$ cat src/rtl/ols_pkg.sv
package ols_pkg;
  typedef enum logic {DET_IDLE, DET_FORCE} det_state_e;

  function automatic int cw(input int n);
    return (n < 2) ? 1 : $clog2(n);
  endfunction
endpackage

$ cat src/rtl/ols_gclk_sync.sv
module ols_gclk_sync #(
  parameter int STAGES = 2
) (
  input  logic clk,
  input  logic rst,
  input  logic async_in,
  output logic activity
);
  // STAGES synchroniser flops plus one history flop for edge compare
  logic [STAGES:0] sh;

  always_ff @(posedge clk) begin
    if (rst) sh <= '0;
    else     sh <= {sh[STAGES-1:0], async_in};
  end

  assign activity = sh[STAGES] ^ sh[STAGES-1];
endmodule

$ cat src/rtl/ols_detect.sv
module ols_detect #(
  parameter int N_CH   = 16,
  parameter int SETTLE = 200
) (
  input  logic            clk,
  input  logic            rst,
  input  logic            start,
  input  logic [N_CH-1:0] load_ok,
  output logic            forcing,
  output logic [N_CH-1:0] status
);
  import ols_pkg::*;
  localparam int CW = cw(SETTLE);
  localparam logic [CW-1:0] LAST = CW'(SETTLE - 1);

  det_state_e      st;
  logic [CW-1:0]   cnt;

  always_ff @(posedge clk) begin
    if (rst) begin
      st     <= DET_IDLE;
      cnt    <= '0;
      status <= '0;
    end else if (start) begin
      st  <= DET_FORCE;
      cnt <= LAST;
    end else if (st == DET_FORCE) begin
      if (cnt == '0) begin
        st     <= DET_IDLE;
        status <= load_ok;
      end else begin
        cnt <= cnt - 1'b1;
      end
    end
  end

  assign forcing = (st == DET_FORCE);
endmodule

$ cat src/rtl/ols_watchdog.sv
module ols_watchdog #(
  parameter int TIMEOUT = 100_000_000
) (
  input  logic clk,
  input  logic rst,
  input  logic enable,
  input  logic activity,
  output logic tripped,
  output logic restart
);
  import ols_pkg::*;
  localparam int WW = cw(TIMEOUT);
  localparam logic [WW-1:0] LIMIT = WW'(TIMEOUT - 1);

  logic [WW-1:0] idle;

  always_ff @(posedge clk) begin
    if (rst) begin
      idle    <= '0;
      tripped <= 1'b0;
      restart <= 1'b0;
    end else begin
      restart <= 1'b0;
      if (!enable) begin
        idle    <= '0;
        tripped <= 1'b0;
      end else if (activity) begin
        idle <= '0;
        if (tripped) begin
          tripped <= 1'b0;
          restart <= 1'b1;
        end
      end else if (idle == LIMIT) begin
        tripped <= 1'b1;
      end else begin
        idle <= idle + 1'b1;
      end
    end
  end
endmodule

$ cat src/rtl/open_load_seq.sv
module open_load_seq #(
  parameter int N_CH     = 16,
  parameter int SETTLE   = 200,
  parameter int TIMEOUT  = 100_000_000,
  parameter int SYNC_STG = 2
) (
  input  logic            clk,
  input  logic            rst,
  input  logic            det_cmd,
  input  logic            gclk_in,
  input  logic [N_CH-1:0] load_ok,
  input  logic            wdog_dis,
  output logic [N_CH-1:0] force_mask,
  output logic [N_CH-1:0] status,
  output logic            out_off,
  output logic            pwm_rst
);
  logic forcing;
  logic activity;

  ols_gclk_sync #(.STAGES(SYNC_STG)) u_sync (
    .clk(clk), .rst(rst), .async_in(gclk_in), .activity(activity)
  );

  ols_detect #(.N_CH(N_CH), .SETTLE(SETTLE)) u_det (
    .clk(clk), .rst(rst), .start(det_cmd), .load_ok(load_ok),
    .forcing(forcing), .status(status)
  );

  ols_watchdog #(.TIMEOUT(TIMEOUT)) u_wd (
    .clk(clk), .rst(rst), .enable(!wdog_dis), .activity(activity),
    .tripped(out_off), .restart(pwm_rst)
  );

  // fan the registered forcing state out to every channel
  for (genvar i = 0; i < N_CH; i++) begin : g_force
    assign force_mask[i] = forcing;
  end
endmodule

$ cat config.mk
export PLATFORM = sky130hd
export DESIGN_NAME = open_load_seq
export DESIGN_NICKNAME = d
export VERILOG_FILES = /design/src/rtl/ols_pkg.sv /design/src/rtl/ols_gclk_sync.sv /design/src/rtl/ols_detect.sv /design/src/rtl/ols_watchdog.sv /design/src/rtl/open_load_seq.sv
export SDC_FILE = /design/constraint.sdc
export NUM_CORES = 1
export LEC_CHECK = 0
export CORE_UTILIZATION = 47
export DETAILED_ROUTE_END_ITERATION = 6
export MAX_ROUTING_LAYER = met4
export PLACE_DENSITY = 0.76
export SYNTH_ARGS = -nofsm -noshare
export SYNTH_HDL_FRONTEND = slang
export SYNTH_HIERARCHICAL = 1
export SYNTH_SLANG_ARGS = --single-unit
$ cat constraint.sdc
create_clock -name clk -period 1.9 [get_ports clk]
set_input_delay 0.475 -clock clk [delete_from_list [all_inputs] [get_ports clk]]
set_output_delay 0.475 -clock clk [all_outputs]
set_load 0.02 [all_outputs]
Word-level counts from Yosys, hierarchy flattened --
Cells that the tools add are included.
Operators by class: muxes and demuxes 7, reductions and logical operators 8, equal/unequal tests 2, $add $sub $neg 2, bitwise gates (word level) 4
Operators with widths (count):
- adder 27 x 1 -> 27 bit (second input constant) | 1
- == test 27 bit (second input constant) | 1
- two-way mux 8 bit | 3
- zero test 8 bit | 1
- subtractor 8 x 1 -> 8 bit (second input constant) | 1
- OR reduction 3 bit | 2
- two-way mux 1 bit | 4
- AND reduction 2 bit | 2
- NOT 1 bit | 3
- AND reduction 3 bit | 1
- inequality test 2 bit (second input constant) | 1
- nonzero test 2 bit | 1
- OR reduction 2 bit | 1
- XOR 1 bit | 1
Storage, ports and cells: register bits after elaboration 57, bits of input ports 21, output and inout bits 34, word-level logic and storage cells 31

Logic depth before layout (Yosys ltp) --
depth in word-level cells 4, depth in mapped cells 8, gate-level depth less buffers 6

Hierarchy --
Netlist, hierarchy kept.
Modules (own cells, without submodules):
- ols_watchdog | cells an instance 157, instances 1, seq. area each 580.6 um^2, area each 1410.1 um^2
- ols_detect | cells an instance 126, instances 1, seq. area each 500.5 um^2, area each 1206.2 um^2
- open_load_seq | cells an instance 17, instances 1, seq. area each 0.0 um^2, area each 123.9 um^2
- ols_gclk_sync | cells an instance 7, instances 1, seq. area each 60.1 um^2, area each 87.6 um^2

Least setup slack after synthesis --
Ideal clock, no wire load.
path kind flip-flop to flip-flop, from reg u_det.st, in the netlist u_det/forcing, to reg u_det.cnt[7], period minus slack after synthesis 1837 ps, library setup time 74 ps, path slack 63 ps, required time 1826 ps, cell stages (with the launch flop) 4, data arrival time 1762 ps, path buffers 0, cell sequence dfxtp_1 > or3b_2 > or4b_1 > a31oi_1
Between the ends: cells in the longest elaborated chain, start to end 2
Ends and longest elaborated chain:
- start, declared | RTL line ols_detect.sv:16 | det_state_e st;
- start signal, assigned | RTL line ols_detect.sv:21 | st <= DET_IDLE;
- start signal, assigned | RTL line ols_detect.sv:25 | st <= DET_FORCE;
- start signal, assigned | RTL line ols_detect.sv:29 | st <= DET_IDLE;
- nonzero test 2 bit (no line)
- AND reduction 2 bit (no line)
- end signal, assigned | RTL line ols_detect.sv:32 | cnt <= cnt - 1'b1;
- end, declared | RTL line ols_detect.sv:17 | logic [CW-1:0] cnt;
No other way between the ends. A chain may end at the register's enable or synchronous reset.

Worst setup path after layout --
from reg u_det.status[1], to out status[1]
RTL lines:
- start, declared | RTL line ols_detect.sv:10 | output logic [N_CH-1:0] status
- start signal, assigned | RTL line ols_detect.sv:30 | status <= load_ok;
- end, declared | RTL line open_load_seq.sv:14 | output logic [N_CH-1:0] status,
No word-level cell between the ends.

==> impl_metrics.py <==
metrics = {
    "floorplan": {
        "die_x_um": 79.57,
        "std_cell_rows": 27,
        "start_util": 0.5012,
        "die-area_sq_um": 6331,
        "coreArea_sq_um": 5642,
        "pin_count": 55,
        "die_h_um": 79.57,
    },
    "clocking": {
        "postCtsSetupBuffers": 0,
        "clk_pin_slew_ns": 0.06,
        "numCtsBuffers": 9,
        "cts_sinks": 57,
        "cts_root_buf": "clkbuf_8",
        "clockBufferDepth": 2,
        "h-tree-depth": 3,
        "clkLatencyLatePin_ns": 0.33,
        "cts_tree": "built",
    },
    "routing": {
        "drc": 0,
        "first_pass_iters": 4,
        "routed_wl_um": 5221,
        "route.vias.total": 2194,
        "viasPerCell": 5.055,
        "drt_iter0_drc": 91,
        "postRouteAntennaNets": 0,
        "wire_per_inst_um": 12.03,
    },
    "global_route": {
        "grt_util_met1": 0.2183,
        "grtUsageMet3": 0.08571,
        "grt_max_degree": 45,
        "antenna_found_initial": 0,
        "busiest_layer": "met2",
        "track_usage": 0.1935,
        "grt_pass1_wl_um": 9135,
        "use_met2": 0.2949,
        "grt.overflow.total": 0,
        "grt_pass1_vias": 2126,
    },
    "placement": {
        "port_buffers": 54,
        "dp_hpwl_um": 3717,
        "gp_congestion": 0.7883,
        "preCtsSetupSlack_ns": 0.03690,
    },
    "sta": {
        "timing.final.max_slew_violations": 0,
        "tns_ns": 0,
        "worst_slew_pin_slew_ns": 0.3782,
        "relSlewSlack": 0.7460,
        "setup_viol": 0,
        "grt_setup_unrepaired": "false",
        "setup_ws_ns": 0.1161,
        "hold_ws_ns": 0.4561,
        "finalCritPeriodShare": 0.9389,
        "max_freq_mhz": 560.6,
        "hold_viol_final": 0,
        "fin_worst_skew_ns": 0.004547,
        "finalCriticalPeriod_ns": 1.784,
    },
    "worst_setup_path": {
        "critPathCaptureType": "primary output",
        "required_ns": 1.42,
        "crit_chain": "clkdlybuf4s50_1",
        "start_kind": "flop",
        "reg2reg_from": "u_wd/idle[0]$_SDFFE_PP0P_",
        "rrSetupSlack_ns": 0.15,
        "critPathKind": "flop to primary output",
        "critPathSlowestCell": "clkdlybuf4s50_1",
        "cp-startpoint": "u_det/status[1]$_SDFFE_PP0P_",
        "cp_top_family": "buffers and inverters",
        "cp_max_fo": 2,
        "critPathBufInv": 1,
        "critPathMaxStageDelay_ns": 0.65,
        "cp.arrival_ns": 1.31,
    },
    "synthesis": {
        "syn_nets": 331,
        "ys.flop_type": "dfxtp_1",
        "synth_seq_cells": 57,
        "syn_area_per_cell_sq_um": 9.211,
        "syn_area_sq_um": 2828,
        "synth-edff-count": 0,
        "yosysWarnings": 6,
        "ys_types": 53,
        "syn_inst": 307,
        "yosysSeqAreaShare": 0.4035,
        "async_reset_ff_frac": 0,
    },
    "cells_and_area": {
        "syn_to_final_growth_pct": 25.80,
        "n_antenna_cell": 0,
        "fin_nets": 381,
        "drive_gt1_frac": 0.1298,
    },
    "power_and_ir_drop": {
        "power.density_nw_per_um2": 724.0,
        "p_leak_nw": 1.284,
        "ir_worst_vdd_v": 0.0005039,
        "design_power_total_mw": 2.575,
    },
    "worst_hold_path": {
        "hp-class": "flop to flop",
        "min_from": "u_sync/sh[0]$_SDFF_PP0_",
    },
    "outcome": {
        "status": "completed",
    },
    "job": {
        "maxCapViolCount": 0,
    },
}
## path summary, 6_finish.rpt
kind	endpoint	cells after the start
worst max-delay path	status[1]	1
worst min-delay path	u_sync/sh[1]$_SDFF_PP0_	1
worst max register to register	u_wd/idle[18]$_SDFFE_PP0P_	6
worst min register to register	u_sync/sh[1]$_SDFF_PP0_	1
## Yosys cell counts, drive strengths merged, types with 2 or more instances
| cell type | number | area share |
|---|---|---|
| a211oi | 3 | 0.0080 |
| a21oi | 12 | 0.021 |
| a31oi | 3 | 0.0066 |
| and3 | 3 | 0.0089 |
| and4 | 7 | 0.023 |
| buf | 24 | 0.063 |
| clkbuf | 5 | 0.0066 |
| dfxtp | 57 | 0.40 |
| ha | 3 | 0.013 |
| inv | 6 | 0.0080 |
| mux2i | 18 | 0.064 |
| nand2 | 17 | 0.023 |
| nand2b | 32 | 0.071 |
| nand3 | 9 | 0.018 |
| nand4 | 7 | 0.021 |
| nor2 | 26 | 0.035 |
| nor2b | 4 | 0.0088 |
| nor3 | 6 | 0.012 |
| nor4 | 7 | 0.025 |
| o21ai | 9 | 0.016 |
| o31ai | 2 | 0.0053 |
| or3 | 8 | 0.020 |
| or3b | 4 | 0.012 |
| or4 | 4 | 0.011 |
| xnor2 | 6 | 0.019 |
| xor2 | 13 | 0.040 |
## stage by stage
stage          utilization  std cells  instance area [sq um]
2_1_floorplan            -        307                   2828
3_3_place_gp        0.5988        418                   3378
3_5_place_dp        0.5988        418                   3378
4_1_cts             0.6294        434                   3551
5_1_grt             0.6305        434                   3557
6_report            0.6305        434                   3557
## registers in the layout, summed over array words and instances (netlist names)
name / cells
u_det/forcing: 1
u_wd/tripped: 1
u_det/status: 16
u_wd/restart: 1
u_wd/idle: 27
u_det/cnt: 8
u_sync/sh: 3
## worst reg2reg max path: cells and delay by family (launching register included)
| kind | cells | cell delay (ns) |
|---|---|---|
| compound gates | 1 | 0.14 |
| simple gates | 4 | 0.92 |
| flops | 1 | 0.39 |
| fa+ha+maj | 1 | 0.24 |
## cells in the final DEF (no fill, tap or decap), types with 2 or more instances in the layout
master / count
nor4_2: 3
o31ai_1: 2
nor4_1: 3
nand3_1: 8
clkdlybuf4s50_1: 38
mux2i_1: 18
and4_1: 5
nor3_1: 5
o21ai_1: 4
nor2_1: 26
and4_4: 2
or3_1: 6
o21ai_0: 5
a31oi_1: 3
or3b_2: 3
nor2b_1: 4
a211oi_1: 3
dfxtp_1: 57
dlygate4sd2_1: 16
ha_1: 3
xor2_1: 13
clkbuf_8: 13
nand2_1: 17
nand4_1: 6
clkinv_2: 2
buf_4: 13
xnor2_1: 6
or4_1: 4
nand2b_1: 32
inv_1: 6
a21oi_1: 12
## kinds of logic (layout without fill, tap and decap cells)
logic type      after synthesis  in the layout  share of synthesized area
compound gates               35             35                    0.07743
xor+xnor                     19             19                    0.05885
fa+ha+maj                     3              3                    0.01328
buf+inv                      35             90                    0.07788
flops                        57             57                     0.4035
mux                          18             18                    0.06372
simple gates                140            140                     0.3053
## layout make-up
cell class,count,area [sq um]
clock buffers,14,182.7
flip-flops and latches,57,1141
multi-input cells,215,1473
clock inverters,2,10.01
inverters,6,22.52
fillers,483,2085
well taps,72,90.09
repair buffers,68,638.1
## routing by layer
layer,vias to the layer above,part of all wire
met3,8,0.048
li1,1163,-
met4,0,0.017
met2,43,0.45
met1,980,0.48
met5,-,0
## report_power, final
part           leakage [nW]  internal [mW]  switching (mW)  total, mW
clock                 0.102          0.611           0.446       1.06
combinational         0.719          0.144           0.138      0.282
sequential            0.462           1.22          0.0188       1.24
total                  1.28           1.97           0.603       2.58
## repair_timing
| item | CTS | global route |
|---|---|---|
| hold buffers | 0 | 0 |
| resized for setup | 16 | 1 |
| endpoints found under the hold margin | 0 | 0 |
| endpoints found under the setup margin | 16 | 1 |
| cloned | 0 | 0 |
Power figures use the tool's default switching activity.
